## src/rtl/pic_pkg.sv

```systemverilog
package pic_pkg;
  typedef enum logic {
    PIC_MODE_SEQ  = 1'b0,
    PIC_MODE_NEST = 1'b1
  } pic_mode_e;
endpackage

```

## src/rtl/pic_first_set.sv

```systemverilog
// Finds the lowest-index set bit (the highest priority).
module pic_first_set #(
  parameter int N = 8,
  localparam int W = (N > 1) ? $clog2(N) : 1
) (
  input  logic [N-1:0] bits,
  output logic         found,
  output logic [W-1:0] idx
);
  always_comb begin
    found = 1'b0;
    idx   = '0;
    for (int i = N - 1; i >= 0; i--) begin
      if (bits[i]) begin
        found = 1'b1;
        idx   = W'(i);
      end
    end
  end
endmodule

```

## src/rtl/pic_edge_latch.sv

```systemverilog
// Rising-edge capture into pending bits, with per-line clear on grant.
module pic_edge_latch #(
  parameter int N = 8
) (
  input  logic         clk,
  input  logic         rst,
  input  logic [N-1:0] lines,
  input  logic [N-1:0] clr,
  output logic [N-1:0] pend_q,
  output logic [N-1:0] pend_n
);
  logic [N-1:0] prev_q;
  logic [N-1:0] rise;

  assign rise   = lines & ~prev_q;
  assign pend_n = (pend_q & ~clr) | rise;

  always_ff @(posedge clk) begin
    if (rst) begin
      prev_q <= '0;
      pend_q <= '0;
    end else begin
      prev_q <= lines;
      pend_q <= pend_n;
    end
  end
endmodule

```

## src/rtl/pic_isr_stack.sv

```systemverilog
// In-service bits. Retirement removes the highest-priority active handler.
module pic_isr_stack #(
  parameter int N = 8
) (
  input  logic         clk,
  input  logic         rst,
  input  logic [N-1:0] set,
  input  logic         retire,
  output logic [N-1:0] isr_q,
  output logic [N-1:0] isr_n
);
  logic [N-1:0] top_bit;

  assign top_bit = isr_q & (~isr_q + N'(1));
  assign isr_n   = (isr_q & ~(retire ? top_bit : '0)) | set;

  always_ff @(posedge clk) begin
    if (rst) isr_q <= '0;
    else     isr_q <= isr_n;
  end
endmodule

```

## src/rtl/pic_nested_top.sv

```systemverilog
module pic_nested_top
  import pic_pkg::*;
#(
  parameter int N = 8,
  localparam int W = (N > 1) ? $clog2(N) : 1
) (
  input  logic         clk,
  input  logic         rst,
  input  logic [N-1:0] irq_in,
  input  logic         cfg_wr,
  input  logic         cfg_enable,
  input  logic         cfg_nested,
  input  logic         int_ack,
  input  logic         int_eoi,
  output logic         cpu_irq,
  output logic [W-1:0] irq_vec
);
  logic         en_q, en_n;
  pic_mode_e    mode_q, mode_n;
  logic         nest_on;
  logic [W-1:0] win_q;
  logic         grant;
  logic [N-1:0] grant_oh;
  logic [N-1:0] pend_q, pend_n, isr_q, isr_n;
  logic         p_found, s_found;
  logic [W-1:0] p_idx, s_idx;
  logic         serve_n;

  assign en_n    = cfg_wr ? cfg_enable : en_q;
  assign mode_n  = cfg_wr ? pic_mode_e'(cfg_nested) : mode_q;
  assign nest_on = (mode_q == PIC_MODE_NEST);

  assign grant = int_ack & cpu_irq;

  generate
    for (genvar g = 0; g < N; g++) begin : g_oh
      assign grant_oh[g] = grant && (win_q == W'(g));
    end
  endgenerate

  pic_edge_latch #(.N(N)) u_pend (
    .clk(clk), .rst(rst), .lines(irq_in), .clr(grant_oh),
    .pend_q(pend_q), .pend_n(pend_n)
  );

  pic_isr_stack #(.N(N)) u_isr (
    .clk(clk), .rst(rst), .set(grant_oh), .retire(int_eoi),
    .isr_q(isr_q), .isr_n(isr_n)
  );

  pic_first_set #(.N(N)) u_pfs (.bits(pend_n), .found(p_found), .idx(p_idx));
  pic_first_set #(.N(N)) u_sfs (.bits(isr_n),  .found(s_found), .idx(s_idx));

  always_comb begin
    serve_n = 1'b0;
    if (en_n && p_found) begin
      if (!s_found)                      serve_n = 1'b1;
      else if (mode_n == PIC_MODE_NEST)  serve_n = (p_idx < s_idx);
    end
  end

  always_ff @(posedge clk) begin
    if (rst) begin
      en_q    <= 1'b0;
      mode_q  <= PIC_MODE_SEQ;
      cpu_irq <= 1'b0;
      win_q   <= '0;
      irq_vec <= '0;
    end else begin
      en_q    <= en_n;
      mode_q  <= mode_n;
      cpu_irq <= serve_n;
      win_q   <= p_idx;
      if (grant) irq_vec <= win_q;
    end
  end
endmodule

```

## config.mk

```make
export PLATFORM = sky130hd
export DESIGN_NAME = pic_nested_top
export DESIGN_NICKNAME = d
export VERILOG_FILES = /design/src/rtl/pic_pkg.sv /design/src/rtl/pic_first_set.sv /design/src/rtl/pic_edge_latch.sv /design/src/rtl/pic_isr_stack.sv /design/src/rtl/pic_nested_top.sv
export SDC_FILE = /design/constraint.sdc
export NUM_CORES = 1
export LEC_CHECK = 0
export BUFFER_PORTS_ARGS = -buffer_cell sky130_fd_sc_hd__buf_2
export CAP_MARGIN = 20
export CORE_MARGIN = 2
export CORE_UTILIZATION = 50
export DETAILED_ROUTE_END_ITERATION = 7
export GPL_TIMING_DRIVEN = 0
export HOLD_SLACK_MARGIN = 0.15
export MAX_ROUTING_LAYER = met4
export PLACE_DENSITY_LB_ADDON = 0.05
export SYNTH_ARGS = -nofsm -noshare
export SYNTH_HDL_FRONTEND = slang
export SYNTH_SLANG_ARGS = --single-unit
```

## constraint.sdc

```tcl
create_clock -name clk -period 6.8 [get_ports clk]
set_input_delay 1.02 -clock clk [delete_from_list [all_inputs] [get_ports clk]]
set_output_delay 1.02 -clock clk [all_outputs]
set_load 0.01 [all_outputs]
```

==> impl_metrics.tcl <==
set metrics [dict create \
    status "complete, no violations" \
    pwr-share-seq_pct 56.8 \
    slew_viol_final 0 \
    period_share_pct 47.3 \
    dpl.cell_count 234 \
    cts_made_buffers 5 \
    drc 0 \
    cts.sinks 33 \
    ys_ff_latch 33 \
    synthSimpleGateAreaFrac_pct 24.7 \
    crit_required_ns 7.09 \
    synthAdderAreaFrac_pct 1.62 \
    p_per_area_nw_per_um2 211 \
    timing.hold.ws_ns 0.458 \
    grt_pass1_vias 1340 \
    grt.overflow.total 0 \
    crit_path_max_fanout 6 \
    ys.flop_type "dfxtp_1" \
    period_minus_slack_ns 3.22 \
    cts_buffer_depth 2 \
    ios 19 \
    rsz0062_at_grt "no" \
    hold_buffers 0 \
    die_w_um 59.6 \
    drive_above_1_share_pct 15.3 \
    die_y_um 59.6 \
    cts_resized 0 \
    initial_core_util_pct 51.5 \
    combPwrFrac_pct 14.1 \
    fin_nets 225 \
    cts_setup_buffers 0 \
    core_sq_um 3000 \
    p_leak_uw 0.000715 \
    hp-class "reg2reg" \
    synth_top_family_by_area "compound AO/OA/AOI/OAI gates" \
    maxSlewHeadroom_pct 64.0 \
    num_rows 20 \
    syn_inst 183 \
    synth_compound_area_share_pct 25.4 \
    synth_edf_count 0 \
    vias 1431 \
    place.gp.congestion 0.894 \
    irDropWorstVdd_v 0.000163 \
    track_usage_pct 23.6 \
    crit_arrival_ns 3.51 \
    grt_antenna_before_repair 0 \
    routed_wl_mm 3.45 \
    die_area_sq_um 3560 \
    ys_seq_area_share_pct 42.7 \
    p_sw_share_pct 27.7 \
    synth-xor-area-share_pct 0 \
    io_buffer_count 18 \
    cts.clk_slew.worst_paths_ns 0.10 \
    h-tree-depth 2 \
    p_clk_share_pct 29.1 \
    report.final.setup_viol 0 \
    synthMuxAreaShare_pct 1.29 \
    p_int_uw 264 \
    hold_viol_final 0 \
    routedWlPerCell_um 14.3 \
    netlist_area_sq_um 1550 \
    end_kind "register" \
    vias_per_cell 5.91 \
    grt_pass1_wl_mm 6.09 \
    tightest_slew_ns 0.539 \
    syn_nets 200 \
    max_cap_violations 0 \
    syn_to_final_growth_pct 11.8 \
    cts_tree "built" \
    antenna_cells 0 \
    finClkSkew_ns 0.00208 \
    path_class "in2reg" \
    tns_ns 0 \
    cts_root_buf "clkbuf_4" \
    max_freq_mhz 311 \
    syn_avg_cell_area_sq_um 8.46 \
    ys_types 47 \
    grt_max_degree 11 \
    startpoint_type "input pin" \
    drtIter0Drc 109 \
    finalNonFillerCells 242 \
    switchingPower_uw 101 \
    worstSkewPairLatency_ns 0.33 \
    dpl.hpwl_mm 2.57 \
    postRouteAntennaNets 0 \
    synth-async-reset-ratio_pct 0 \
    drtPass1Iterations 7 \
    yosysWarnings 0 \
]
[final timing paths]
check / from / to / slack, ns / depth (start not counted)
worst max-delay path: int_ack / cpu_irq / 3.58 / 11
worst min-delay path: irq_vec[1] / irq_vec[1] / 0.46 / 2
worst max register to register: win_q[2] / cpu_irq / 3.91 / 11
worst min register to register: irq_vec[1] / irq_vec[1] / 0.46 / 2
[layout make-up]
cell class | instances | area, sq um
Buffer | 8 | 32.5
Clock buffer | 6 | 41.3
Clock inverter | 2 | 10.0
Fill cell | 288 | 1270
Inverter | 9 | 33.8
Multi-Input combinational cell | 133 | 821
Sequential cell | 33 | 661
Tap cell | 33 | 41.3
Timing Repair Buffer | 18 | 90.1
[power groups by stage]
stage / Clock [uW] / Sequential (uW) / Combinational [uW]
floorplan: 0 / 211 / 36.3
global placement: 0 / 212 / 50.6
detailed placement: 0 / 212 / 51.3
CTS: 108 / 208 / 51.7
global route: 116 / 209 / 58.6
finish: 106 / 208 / 51.6
[Yosys cell counts (2+ instances only)]
master     n  area (sq um)
nand4_1    2          12.5
nor4b_1    2          17.5
a221o_1    2          20.0
ha_1       2          25.0
nand3_1    3          15.0
o21ai_0    6          30.0
a21oi_1   14          70.1
and2_1     3          18.8
buf_2      2          10.0
dfxtp_1   33           661
nand2_1   21          78.8
clkbuf_1   6          22.5
a31oi_1    2          12.5
inv_1      9          33.8
nor2b_1   14          87.6
nor2_1    20          75.1
nor3_1     2          10.0
a221oi_1   4          35.0
mux2i_1    2          20.0
o211a_1    2          20.0
a211oi_1   2          15.0
o21a_1     5          37.5
[placed cells by master, fill, tap and decap left out, types with 2 or more instances in the layout]
master    Yosys  layout
o211a_1       2       2
a221oi_1      4       4
inv_1         9       9
mux2i_1       2       2
dfxtp_1      33      33
and2_1        3       3
a211oi_1      2       2
o21a_1        5       5
a21oi_1      14      14
nand3_1       3       3
clkinv_2      0       2
nor2b_1      14      14
a221o_1       2       2
a31oi_1       2       2
ha_1          2       2
clkbuf_4      0       5
nor4b_1       2       2
clkbuf_1      6       7
o21ai_0       6       6
nand2_1      21      21
buf_2         2      20
nor2_1       20      20
nand4_1       2       2
nor3_1        2       2
[routing by layer]
layer  vias up  part of all wire [%]  global-route usage (%)
met5         -                     0                       -
met4         0                   1.5                    8.89
met3         5                   7.6                    7.42
met2        61                    44                    34.4
met1       657                    47                    30.7
li1        708                     -                       -
[sequential cells by signal, indices dropped and copies added, names as in the netlist]
register and flops:
win_q 3, cpu_irq 1, irq_vec 3, en_q 1, u_pend.prev_q 8, u_pend.pend_q 8
u_isr.isr_q 8, mode_q 1
[critical path, cell delays in order]
cell and delay [ns]:
buf_2 0.14, nand3_1 0.21, a221oi_1 0.45, nand2_1 0.14, or3_1 0.37, nor2_1 0.13
ha_1 0.25, a211oi_1 0.32, a32o_2 0.19, o221a_1 0.18, o21a_1 0.11
[through the flow]
| stage | util (%) | setup slack, ns | area, sq um | power (uW) |
|---|---|---|---|---|
| final | 57.6 | 3.58 | 1730 | 366 |
| after global routing | 57.6 | 3.39 | 1730 | 384 |
| after CTS | 57.6 | 3.60 | 1730 | 368 |
| after detailed placement | 55.9 | 3.25 | 1680 | 263 |
| after global placement | 55.9 | 3.27 | 1680 | 262 |
| after floorplan | - | 3.66 | 1550 | 247 |
[logic make-up (layout without fill, tap and decap cells)]
group	after synthesis	after routing
and+or+nand+nor	76	76
AOI/OAI and AO/OA	53	53
DFF	33	33
buffers and inverters	17	43
adders and majority gates	2	2
muxes	2	2
(Power assumes the default switching activity.)
